$ cat src/rtl/mcr_pkg.sv
package mcr_pkg;
    localparam int DATA_W = 8;
    localparam int ADDR_W = 3;
    localparam int CTRL_W = 5;

    // register offsets decoded by software
    localparam logic [ADDR_W-1:0] OFS_THR = 3'd0;
    localparam logic [ADDR_W-1:0] OFS_IER = 3'd1;
    localparam logic [ADDR_W-1:0] OFS_MCR = 3'd4;
    localparam logic [ADDR_W-1:0] OFS_LSR = 3'd5;
    localparam logic [ADDR_W-1:0] OFS_MSR = 3'd6;

    // control bit positions
    localparam int C_DTR  = 0;
    localparam int C_RTS  = 1;
    localparam int C_OUT1 = 2;
    localparam int C_OUT2 = 3;
    localparam int C_LOOP = 4;

    // status nibble index (bit+4 in MSR); change flag uses same index
    localparam int S_CTS = 0;
    localparam int S_DSR = 1;
    localparam int S_RI  = 2;
    localparam int S_DCD = 3;

    localparam logic [3:0] IDLE_STATUS = 4'b1010; // DCD and DSR high
    localparam int IER_MS_BIT = 3;
    localparam int LSR_OE_BIT = 1;

    typedef struct packed {
        logic [CTRL_W-1:0] mcr;
        logic [3:0]        ier;
        logic [3:0]        delta;
        logic              oe;
        logic              tx_vld;
        logic [DATA_W-1:0] tx_byte;
        logic              lb_vld;
        logic [DATA_W-1:0] lb_byte;
    } regs_t;
endpackage

$ cat src/rtl/msr_status_map.sv
module msr_status_map
    import mcr_pkg::*;
(
    input  logic [CTRL_W-1:0] ctrl,
    output logic [3:0]        status
);
    always_comb begin
        if (ctrl[C_LOOP]) begin
            status[S_CTS] = ctrl[C_RTS];
            status[S_DSR] = ctrl[C_DTR];
            status[S_RI]  = ctrl[C_OUT1];
            status[S_DCD] = ctrl[C_OUT2];
        end else begin
            status = IDLE_STATUS;
        end
    end
endmodule

$ cat src/rtl/msr_delta_detect.sv
module msr_delta_detect
    import mcr_pkg::*;
(
    input  logic [3:0] old_status,
    input  logic [3:0] new_status,
    output logic [3:0] change
);
    for (genvar i = 0; i < 4; i++) begin : g_bit
        if (i == S_RI) begin : g_fall
            assign change[i] = old_status[i] & ~new_status[i];
        end else begin : g_both
            assign change[i] = old_status[i] ^ new_status[i];
        end
    end
endmodule

$ cat src/rtl/modem_ctl_regs.sv
module modem_ctl_regs
    import mcr_pkg::*;
(
    input  logic              clk,
    input  logic              rst_n,
    input  logic              wr_en,
    input  logic [ADDR_W-1:0] wr_addr,
    input  logic [DATA_W-1:0] wr_data,
    input  logic              rd_en,
    input  logic [ADDR_W-1:0] rd_addr,
    output logic [DATA_W-1:0] rd_data,
    output logic              irq_msr,
    output logic              tx_valid,
    output logic [DATA_W-1:0] tx_data,
    output logic              lb_valid,
    output logic [DATA_W-1:0] lb_data
);
    regs_t st_d, st_q;

    logic [3:0] cur_status, new_status, detect;
    logic       wr_mcr, wr_thr, wr_ier, rd_msr, rd_lsr;
    logic [DATA_W-1:0] rd_mux;

    // aliases for the bound checker
    logic [CTRL_W-1:0] cur_mcr;
    logic [3:0]        cur_ier;
    logic [3:0]        cur_delta;
    assign cur_mcr   = st_q.mcr;
    assign cur_ier   = st_q.ier;
    assign cur_delta = st_q.delta;

    msr_status_map u_map_cur (.ctrl(st_q.mcr), .status(cur_status));
    msr_status_map u_map_new (.ctrl(wr_data[CTRL_W-1:0]), .status(new_status));
    msr_delta_detect u_det (.old_status(cur_status), .new_status(new_status), .change(detect));

    assign wr_mcr = wr_en && (wr_addr == OFS_MCR);
    assign wr_thr = wr_en && (wr_addr == OFS_THR);
    assign wr_ier = wr_en && (wr_addr == OFS_IER);
    assign rd_msr = rd_en && (rd_addr == OFS_MSR);
    assign rd_lsr = rd_en && (rd_addr == OFS_LSR);

    always_comb begin
        st_d        = st_q;
        st_d.tx_vld = 1'b0;
        st_d.lb_vld = 1'b0;

        // change flags: read clears old ones, fresh detections survive
        st_d.delta = (rd_msr ? 4'd0 : st_q.delta) | (wr_mcr ? detect : 4'd0);
        st_d.oe    = rd_lsr ? 1'b0 : st_q.oe;

        if (wr_mcr) begin
            st_d.mcr = wr_data[CTRL_W-1:0];
        end
        if (wr_ier) begin
            st_d.ier = wr_data[3:0];
        end
        if (wr_thr) begin
            if (st_q.mcr[C_LOOP]) begin
                st_d.lb_vld  = 1'b1;
                st_d.lb_byte = wr_data;
                st_d.oe      = 1'b1;
            end else begin
                st_d.tx_vld  = 1'b1;
                st_d.tx_byte = wr_data;
            end
        end
    end

    always_ff @(posedge clk or negedge rst_n) begin
        if (!rst_n) begin
            st_q <= '0;
        end else begin
            st_q <= st_d;
        end
    end

    always_comb begin
        rd_mux = '0;
        case (rd_addr)
            OFS_IER: rd_mux = {4'd0, st_q.ier};
            OFS_MCR: rd_mux = {{(DATA_W-CTRL_W){1'b0}}, st_q.mcr};
            OFS_LSR: rd_mux[LSR_OE_BIT] = st_q.oe;
            OFS_MSR: rd_mux = {cur_status, st_q.delta};
            default: rd_mux = '0;
        endcase
    end

    assign rd_data  = rd_en ? rd_mux : '0;
    assign irq_msr  = st_q.ier[IER_MS_BIT] && (st_q.delta != 4'd0);
    assign tx_valid = st_q.tx_vld;
    assign tx_data  = st_q.tx_byte;
    assign lb_valid = st_q.lb_vld;
    assign lb_data  = st_q.lb_byte;
endmodule


$ cat config.mk
export PLATFORM = sky130hd
export DESIGN_NAME = modem_ctl_regs
export DESIGN_NICKNAME = d
export VERILOG_FILES = /design/src/rtl/mcr_pkg.sv /design/src/rtl/msr_status_map.sv /design/src/rtl/msr_delta_detect.sv /design/src/rtl/modem_ctl_regs.sv
export SDC_FILE = /design/constraint.sdc
export NUM_CORES = 1
export LEC_CHECK = 0
export BUFFER_PORTS_ARGS = -buffer_cell sky130_fd_sc_hd__buf_2
export CAP_MARGIN = 20
export CORE_ASPECT_RATIO = 0.6
export CORE_MARGIN = 4
export CORE_UTILIZATION = 46
export DETAILED_ROUTE_END_ITERATION = 10
export MAX_ROUTING_LAYER = met4
export PLACE_DENSITY = 0.75
export SYNTH_ARGS = -nofsm -noshare
export SYNTH_HDL_FRONTEND = slang
export SYNTH_SLANG_ARGS = --single-unit
$ cat constraint.sdc
create_clock -name clk -period 2.1 [get_ports clk]
set_clock_uncertainty 0.2 [all_clocks]
set_input_delay 0.63 -clock clk [delete_from_list [all_inputs] [get_ports clk]]
set_output_delay 0.63 -clock clk [all_outputs]
set_load 0.01 [all_outputs]
* Word level (Yosys, flattened, before mapping)
Cells that the tools add are included.
** Cells by class
- Reductions and logical operators :: 10
- Divide/modulo/power cells :: 0
- $mul :: 0
- Add/subtract/negate cells :: 0
- Shift-type cells :: 0
- Order comparisons :: 0
- Muxes and demuxes :: 13
- Eq/ne operators :: 6
- Bitwise gates (word level) :: 7
** Operator list (count)
- 2-to-1 mux 19 bit :: 1
- 2-to-1 mux 9 bit :: 2
- case mux 6 bit (3 select lines) :: 1
- 2-to-1 mux 4 bit :: 4
- equality test 3 bit, second input constant :: 4
- 2-to-1 mux 8 bit :: 1
- equality test 3 x 1 -> 1 bit, second input constant :: 2
- logical AND 1 bit :: 6
- bitwise OR 4 bit :: 1
- case mux 1 bit (4 select lines) :: 1
- AND reduction 2 bit :: 2
- nonzero test 4 bit :: 1
- zero test 3 bit :: 1
- case mux 1 bit (3 select lines) :: 1
- bitwise XOR 1 bit :: 3
- 2-to-1 mux 1 bit :: 2
- NOT 1 bit :: 2
- AND 1 bit :: 1
** Storage, ports and cells
- Word-level logic and storage cells :: 44
- Flip-flop bits (word level) :: 32
- Memory bits (read-only) :: 0
- Output and inout bits :: 27
- Bits in latches :: 0
- Bits in writable memories :: 0
- Bits of input ports :: 18
- Memories :: 0

* Longest topological paths before layout
Gate-level depths: netlist of the first run.
- Word-level depth :: 5
- Gate-level depth with buffers :: 4
- Mapped depth without buffers :: 3

* Modules after synthesis
A second synthesis of the first run with hierarchy kept.
** Unflattened totals
- Cells, all modules :: 125
- Area, all modules :: 1640.3 um^2
** By module, submodules not included
- modem_ctl_regs :: cells each 113, times used 1, area an instance 1557.7 um^2, seq. area each 800.8 um^2
- msr_status_map :: cells each 4, times used 2, area an instance 25.0 um^2, seq. area each 0.0 um^2
- msr_delta_detect :: cells each 4, times used 1, area an instance 32.5 um^2, seq. area each 0.0 um^2

* Least setup slack after synthesis of the first run
OpenSTA, ideal clock, no wires.
- Kind :: input to output
- From :: input port rd_addr[1]
- To :: output port rd_data[1]
- Data arrival time :: 1.498 ns
- Path slack :: -0.228 ns
- Required time :: 1.270 ns
- Path buffers :: 1
- Cell stages on the path :: 4
- Cell sequence :: clkbuf_1 mux2_2 o2bb2ai_1 and2_1
** Between the ends
- Longest elaborated chain between the ends :: 3
- Elaborated cells on any way between the ends :: 6
- Classes of those cells :: eq/ne (4); mux (2)
** RTL lines
- from (decl) :: line modem_ctl_regs.sv:10 : input logic [ADDR_W-1:0] rd_addr,
- equality test 3 bit or equality test 3 x 1 -> 1 bit (tied branches) :: line modem_ctl_regs.sv:79 : case (rd_addr)
- case mux 1 bit (4 select lines) (*) :: line modem_ctl_regs.sv:79
- 2-to-1 mux 8 bit (*) :: line modem_ctl_regs.sv:88 : assign rd_data = rd_en ? rd_mux : '0;
- to (decl) :: line modem_ctl_regs.sv:11 : output logic [DATA_W-1:0] rd_data,
Mark *: on every way between the ends. The rest lies on a longest branch, timed or not.

* Worst setup path in the final report of the first run
- From :: input port rd_addr[1]
- To :: output port rd_data[2]
** Between the ends
- Longest elaborated chain between the ends :: 3
- Elaborated cells on any way between the ends :: 5
- Classes of those cells :: eq/ne (3); mux (2)
** RTL lines (line)
- equality test 3 bit or equality test 3 x 1 -> 1 bit (tied branches) :: modem_ctl_regs.sv:79
- case mux 6 bit (3 select lines) (*) :: modem_ctl_regs.sv:79
- 2-to-1 mux 8 bit (*) :: modem_ctl_regs.sv:88
Marked as above.

==> results of run 1 <==
-- through the flow --
stage                     utilization (%)  cell area (um^2)  setup slack (ps)  power [mW]  setup TNS (ps)
after floorplan                         -              1623            -46.95       1.334          -92.03
after global placement              55.37              1818            -196.3       1.390           -1392
after detailed placement            55.37              1818            -310.4       1.415           -1832
after CTS                           58.77              1929            -233.8       1.862           -1154
after global routing                60.37              1982            -279.0       1.978           -1680
final                               60.37              1982            -268.9       1.860           -1396
-- kinds of logic after synthesis --
| family | count (synthesis) | share of synthesized area [%] |
|---|---|---|
| AO/OA/AOI/OAI | 12 | 6.249 |
| XOR/XNOR | 3 | 1.662 |
| buffers and inverters | 20 | 9.019 |
| flip-flops | 32 | 50.63 |
| multiplexers | 30 | 21.28 |
| AND/OR/NAND/NOR | 26 | 11.15 |
-- synthesized netlist by cell type (2+ instances only) --
| cell | instances | share of area [%] |
|---|---|---|
| inv_1 | 2 | 0.47 |
| a22o_1 | 4 | 2.2 |
| buf_4 | 16 | 7.6 |
| a22oi_1 | 3 | 1.4 |
| nor3b_1 | 2 | 0.95 |
| nor2b_1 | 8 | 3.2 |
| mux2_2 | 29 | 21 |
| xnor2_1 | 2 | 1.1 |
| nand2b_1 | 2 | 0.79 |
| dfrtp_1 | 32 | 51 |
| nand2_1 | 5 | 1.2 |
| nand3_1 | 2 | 0.63 |
-- final timing paths --
kind                            start  slack (ps)    endpoint
hold / removal                  rst_n         200  lb_data[5]
max in group asynchronous       rst_n        1040  cur_mcr[3]
setup reg to reg           cur_mcr[4]         350  tx_data[2]
min in group clk           lb_data[2]         300  lb_data[2]
setup / recovery           rd_addr[1]        -270  rd_data[2]
hold reg to reg            lb_data[2]         300  lb_data[2]
-- routing by layer --
| metal | share of wire [%] | global-route usage [%] | wire (um) |
|---|---|---|---|
| met1 | 45 | 21.38 | 1596 |
| met2 | 46 | 28.10 | 1646 |
| met3 | 6.4 | 5.910 | 228 |
| met4 | 2.8 | 8.289 | 99 |
| met5 | 0 | - | 0 |
-- registers in the layout, indices dropped and copies added (netlist names) --
| register | count |
|---|---|
| lb_valid | 1 |
| st_q | 1 |
| tx_valid | 1 |
| cur_ier | 4 |
| lb_data | 8 |
| tx_data | 8 |
| cur_delta | 4 |
| cur_mcr | 5 |
-- repair_timing --
action / in CTS / in global routing
buffers inserted: 1 / 2
hold buffers: 0 / 0
gates cloned: 0 / 0
gates resized for setup: 9 / 9
endpoints found under the setup margin: 8 / 9
pin swaps: 5 / 3
-- layout make-up --
class / count / area (um^2) / share of cell area [%]
Clock buffer: 6 / 72.57 / 3.662
Clock inverter: 1 / 5.005 / 0.2525
Inverter: 2 / 7.507 / 0.3788
Multi-Input combinational cell: 71 / 689.4 / 34.79
Sequential cell: 32 / 800.8 / 40.40
Tap cell: 45 / 56.30 / 2.841
Timing Repair Buffer: 56 / 350.3 / 17.68
-- power by group through the flow --
stage          clock, mW  combinational, mW  sequential (mW)
2_1_floorplan          0              0.472            0.862
3_3_place_gp           0              0.500            0.890
3_5_place_dp           0              0.520            0.896
4_1_cts            0.446              0.530            0.885
5_1_grt            0.480              0.588            0.910
6_report           0.433              0.540            0.887
==> reports/results.ini, run 1 <==
[outcome]
status=finished with violations
failed_checks=negative setup slack

[power_and_ir_drop]
p_comb_share_pct=29.0
switching_power_uw=551.7
power_density_nw_per_um2=938.2
leakagePower_nw=0.9535
clkPwrFrac_pct=23.3
internal-power_mw=1.308
pwr-share-seq_pct=47.7
swShare_pct=29.67
ir_worst_vdd_uv=585.7

[critical_path]
critPathArrivalTime_ps=1540
crit_cells=6
crit_family=buffers and inverters
cp.required_ps=1270
ff2ff_path_depth=4
path_cells=buf_8 -> buf_6 -> nor3b_4 -> a22oi_1 -> nor2b_1 -> buf_2
crit_slowest_cell=nor3b_4
crit_type=primary input to output port
cp-start-kind=primary input
cp_slowest_stage_delay_ps=240
crit_buf_inv=3
worstSetupEndpointType=output port
worstPathMaxFanout=5

[yosys]
synthCells=123
ys.flop_type=dfrtp_1
syn-cell-area_um2=1582
synth_edf_count=0
synth_cell_type_count=28
synth_area_per_cell_um2=12.86
async_reset_ff_share_pct=100.0
ys_seq_area_share_pct=50.63
syn_nets=141
synth-seq-cells=32
ys_warn_count=0

[sta]
min_period_over_period_pct=112.8
slew_viol_final=0
period_minus_slack_ps=2369
hold_ws_ps=198.6
setup_viol=8
slew_headroom_pct=52.30
rsz0062_at_grt=true
worst_pin_slew_ps=715.5
final.setup.worst_slack_ps=-268.9
finalHoldViolCount=0
max_freq_mhz=422.1

[detailed_routing]
drtAntennaViolNets=0
first_pass_iters=6
wl_per_cell_um=16.77
vias=1102
wl_um=3571
drt_iter0_drc=58
drc=0
vias_per_cell=5.174

[floorplan]
dieArea_um2=4471
die-width_um=83.70
row_count=16
fp.dieH_um=53.42
ioPinCount=45
start_util_pct=48.17
core_area_um2=3283

[place]
gp_congestion=0.8649
dp_hpwl_um=2529
portBuffers=44
placed_cells=204

[layout]
fin_cells=213
drive_gt1_share_pct=61.90
layout_common_cells=buf_2 (40), dfrtp_1 (32), mux2_2 (29)
fillers=262
layout.nets=186
area_growth_pct=25.32
n_antenna_cell=0
final_common_cell=buf_2

[clock_tree]
cts_sinks=32
path_clk_slew_ps=60
clockBufferDepth=2
cts_made_buffers=5
cts_max_level=2
clk_latency_ps=280
cts-root-buf=clkbuf_8
cts_tree=yes

[global_route]
grt_usage_pct=17.92
grt_pass1_vias=1175
antenna_found_initial=0
grt_pass1_wl_um=5920
overflow=0
grt_max_degree=33

[min_path]
hp-class=primary input to asynchronous set/reset pin

[run]
cap_violations=0

No activity file was read; power rests on OpenSTA's default activity.
==> run 2, diff against run 1 <==
PLACE_DENSITY = unset   (was 0.75)
PLACE_DENSITY_LB_ADDON = 0.08   (was unset)
==> reports/results.ini, run 2 (same netlist as run 1, synthesis figures left out) <==
[outcome]
status=finished with violations
failed_checks=negative setup slack

[floorplan]
row_count=16  ; unchanged
dieArea_um2=4471  ; unchanged
die-width_um=83.70  ; unchanged
fp.dieH_um=53.42  ; unchanged
ioPinCount=45  ; unchanged
core_area_um2=3283  ; unchanged
start_util_pct=48.17  ; unchanged

[detailed_routing]
drc=0  ; unchanged
drt_iter0_drc=30  ; -48%
wl_per_cell_um=15.82  ; -5.6%
vias=1078  ; -2.2%
wl_um=3386  ; -5.2%
vias_per_cell=5.037  ; -2.6%
first_pass_iters=4  ; -2
drtAntennaViolNets=0  ; unchanged

[layout]
regArea_um2=802.0  ; +0.16%
multiInputGateArea_um2=704.4  ; +2.2%
final_common_cell=buf_2
n_antenna_cell=0  ; unchanged
area_growth_pct=27.22
drive_gt1_share_pct=62.72  ; +0.82 points
fillers=278  ; +6.1%
fin_util_pct=61.28  ; +0.91 points
finalInstanceArea_um2=2012  ; +1.5%
layout.nets=186  ; unchanged
layout_common_cells=buf_2 (40), dfrtp_1 (31), mux2_2 (27)

[clock_tree]
cts-root-buf=clkbuf_8
clk_latency_ps=280  ; about the same
cts_hold_buf=0  ; unchanged
cts_sinks=32  ; unchanged
path_clk_slew_ps=70  ; about the same
cts_max_level=2  ; unchanged
cts_made_buffers=5  ; unchanged
clockBufferDepth=2  ; unchanged
cts_tree=yes

[sta]
period_minus_slack_ps=2231  ; -137.4 ps
setup_viol=8  ; unchanged
finalHoldViolCount=0  ; unchanged
rsz0062_at_grt=true
min_period_over_period_pct=106.3  ; -6.5 points
max_freq_mhz=448.1  ; +6.2%
slew_headroom_pct=53.60  ; +1.3 points
slew_viol_final=0  ; unchanged
worst_pin_slew_ps=695.9  ; -19.59 ps
final.setup.worst_slack_ps=-131.5  ; +137.4 ps

[min_path]
hp-class=primary input to asynchronous set/reset pin

[power_and_ir_drop]
swShare_pct=28.81  ; -0.86 points
clkPwrFrac_pct=24.9  ; +1.6 points
leakagePower_nw=0.9735  ; +2.1%
switching_power_uw=550.3  ; -0.25%
p_comb_share_pct=28.4  ; -0.6 points
pwr-share-seq_pct=46.7  ; -1.0 points
ir_worst_vdd_uv=674.7  ; +15%
power_density_nw_per_um2=949.5  ; +1.2%
internal-power_mw=1.360  ; +4.0%

[place]
portBuffers=44  ; unchanged
placed_area_um2=1826  ; +0.41%
gp_congestion=0.8029  ; -7.2%
dp_hpwl_um=2473  ; -2.2%

[critical_path]
cp-start-kind=primary input
critPathArrivalTime_ps=1400  ; -140 ps
worstSetupEndpointType=output port
ff2ff_path_depth=3  ; -1
path_cells=buf_12 -> mux2_4 -> o2bb2ai_2 -> and2_4 -> buf_6
cp_slowest_stage_delay_ps=300  ; +60 ps
r2r_slack_ps=490  ; +140 ps
crit_family=multiplexers
rr_endpoint=tx_data[1]
crit_slowest_cell=mux2_4
r2r-start=cur_mcr[4]
crit_type=primary input to output port
worstPathMaxFanout=6  ; +1
cp.required_ps=1270  ; about the same
crit_buf_inv=2  ; -1

[global_route]
grt_pass1_wl_um=5685  ; -4.0%
antenna_found_initial=0  ; unchanged
grt_usage_pct=17.84  ; -0.079 points
grt_pass1_vias=1143  ; -2.7%
overflow=0  ; unchanged
grt_max_degree=33  ; unchanged

[run]
cap_violations=0  ; unchanged

run 2: timing repair:
item                                    CTS  global route
buffers inserted                          0             1
pin swaps                                 3             2
endpoints found under the setup margin    8             9
resized for setup                        20             1
run 2: layout make-up:
cell class / instances / area share (%)
Timing Repair Buffer: 56 / 17.48
Sequential cell: 32 / 39.86
Multi-Input combinational cell: 71 / 35.01
Tap cell: 45 / 2.799
Clock buffer: 8 / 4.478
Inverter: 2 / 0.3731
run 2: power groups by stage:
| stage | Sequential (mW) | Clock, mW | Combinational (mW) |
|---|---|---|---|
| final | 0.892 | 0.476 | 0.542 |
| after global routing | 0.916 | 0.528 | 0.591 |
| after CTS | 0.893 | 0.493 | 0.547 |
| after detailed placement | 0.899 | 0 | 0.516 |
| after global placement | 0.892 | 0 | 0.502 |
| after floorplan | 0.862 | 0 | 0.472 |
run 2: layer usage:
metal  vias up  wire, um  track usage (%)
met3         7       241            7.776
met1       533      1564            21.68
met5         -         0                -
met2        33      1502            26.39
li1        505         -                -
met4         0        78            7.219
run 2: worst max-delay path by stage:
stage / from / to / slack (ps) / depth (start not counted)
6_report: rd_addr[1] / rd_data[1] / -130 / 5
5_1_grt: rd_addr[2] / rd_data[6] / -170 / 5
4_1_cts: rd_addr[1] / rd_data[1] / -130 / 5
3_5_place_dp: rd_addr[1] / rd_data[1] / -260 / 5
3_3_place_gp: rd_addr[1] / rd_data[1] / -230 / 5
2_1_floorplan: rd_addr[1] / rd_data[1] / -50 / 4
run 2: per-stage QoR:
step	total power [mW]	hold WS [ps]	cells	TNS [ps]	worst slack (ps)
2_1_floorplan	1.334	134.4	123	-92.03	-46.95
3_3_place_gp	1.394	283.0	205	-1329	-226.7
3_5_place_dp	1.415	288.7	205	-1467	-260.5
4_1_cts	1.933	214.0	213	-743.4	-130.1
5_1_grt	2.035	245.9	214	-1213	-169.0
6_report	1.910	191.4	214	-744.5	-131.5
==> run 3, diff against run 2 <==
SKIP_CTS_REPAIR_TIMING = 1   (was unset)
==> reports/results.ini, run 3 (same netlist as run 1, synthesis figures left out) <==
[outcome]
status=finished with violations
failed_checks=negative setup slack

[detailed_routing]
wl_um=3264  ; -3.6%
first_pass_iters=4  ; unchanged
drt_iter0_drc=42  ; +40%
vias_per_cell=4.962  ; -1.5%
drt-met1-wl_um=1543  ; -1.3%
met3_length_um=188  ; -22%
vias=1057  ; -1.9%
top_layer_used=met4
drtAntennaViolNets=0  ; unchanged
drc=0  ; unchanged
wl_per_cell_um=15.32  ; -3.2%
route.met2.wl_um=1478  ; -1.6%

[clock_tree]
clockBufferDepth=2  ; unchanged
cts_made_buffers=5  ; unchanged
clk_latency_ps=280  ; about the same
cts_sinks=32  ; unchanged
cts_tree=yes
cts_max_level=2  ; unchanged
path_clk_slew_ps=60  ; about the same
cts-root-buf=clkbuf_8

[sta]
period_minus_slack_ps=2228  ; -3.300 ps
slew_headroom_pct=54.22  ; +0.62 points
worst_pin_slew_ps=686.7  ; -9.237 ps
final.setup.worst_slack_ps=-128.2  ; +3.300 ps
finalHoldViolCount=0  ; unchanged
max_freq_mhz=448.8  ; +0.15%
rsz0062_at_grt=true
slew_viol_final=0  ; unchanged
min_period_over_period_pct=106.1  ; -0.16 points
setup_viol=8  ; unchanged

[critical_path]
worstPathMaxFanout=6  ; unchanged
cp-start-kind=primary input
crit_type=primary input to output port
ff2ff_path_depth=3  ; unchanged
worstSetupEndpointType=output port
cp.required_ps=1270  ; about the same
critPathArrivalTime_ps=1400  ; about the same

[layout]
layout_common_cells=buf_2 (40), dfrtp_1 (31), mux2_2 (27)
fillers=279  ; +0.36%
area_growth_pct=26.42
multiInputGateArea_um2=699.4  ; -0.71%
layout.nets=185  ; -0.54%
final_common_cell=buf_2
drive_gt1_share_pct=61.31  ; -1.4 points
fin_util_pct=60.90  ; -0.38 points
n_antenna_cell=0  ; unchanged
regArea_um2=802.0  ; unchanged

[place]
gp_congestion=0.8029  ; unchanged
dp_hpwl_um=2473  ; unchanged
portBuffers=44  ; unchanged

[min_path]
hp-class=primary input to asynchronous set/reset pin

[global_route]
grt_pass1_vias=1113  ; -2.6%
antenna_found_initial=0  ; unchanged
grt_usage_pct=17.08  ; -0.76 points
overflow=0  ; unchanged
grt_pass1_wl_um=5423  ; -4.6%
grt_max_degree=33  ; unchanged

[floorplan]
core_area_um2=3283  ; unchanged
dieArea_um2=4471  ; unchanged
ioPinCount=45  ; unchanged
die-width_um=83.70  ; unchanged
row_count=16  ; unchanged
fp.dieH_um=53.42  ; unchanged
start_util_pct=48.17  ; unchanged

[power_and_ir_drop]
power_density_nw_per_um2=949.3  ; about the same
ir_worst_vdd_uv=673.1  ; -0.23%
power_mw=1.898  ; -0.64%
leakagePower_nw=0.9679  ; -0.57%

[run]
cap_violations=0  ; unchanged

## run 3: layer usage
metal	GRT usage (%)	vias up
met3	7.621	5
met5	-	-
met4	7.219	0
li1	-	506
met2	25.73	26
met1	20.19	520
## run 3: worst paths after layout
kind                                  from          to  slack (ps)
min in group clk                lb_data[3]  lb_data[3]         300
worst max register to register  cur_mcr[4]  tx_data[1]         490
worst min register to register  lb_data[3]  lb_data[3]         300
worst max-delay path            rd_addr[1]  rd_data[1]        -130
max in group asynchronous            rst_n  cur_mcr[4]        1030
worst min-delay path                 rst_n  tx_data[0]         190
## run 3: critical path: stages
cell and delay [ps]:
buf_12 110, mux2_4 290, o2bb2ai_1 120, and2_4 130, buf_6 110
## run 3: power breakdown
| part | internal, mW | switching [mW] |
|---|---|---|
| Clock | 0.267 | 0.208 |
| Combinational | 0.302 | 0.232 |
| Sequential | 0.786 | 0.104 |
## run 3: final cells by class
class                   count  share of cell area (%)
inverters                   2                  0.3755
multi-input cells          71                   34.98
repair buffers             55                   17.21
clock buffers               8                   4.506
well taps                  45                   2.816
flip-flops and latches     32                   40.11
## run 3: stage by stage
| step | area [um^2] | worst slack, ps | instances | hold WS [ps] | TNS (ps) |
|---|---|---|---|---|---|
| global placement | 1826 | -226.7 | 205 | 283.0 | -1329 |
| CTS | 1916 | -262.0 | 213 | 214.1 | -1490 |
| detailed placement | 1826 | -260.5 | 205 | 288.7 | -1467 |
| global route | 1999 | -164.2 | 213 | 244.5 | -922.2 |
| finish | 1999 | -128.2 | 213 | 188.9 | -597.8 |
| floorplan | 1623 | -46.95 | 123 | 134.4 | -92.03 |
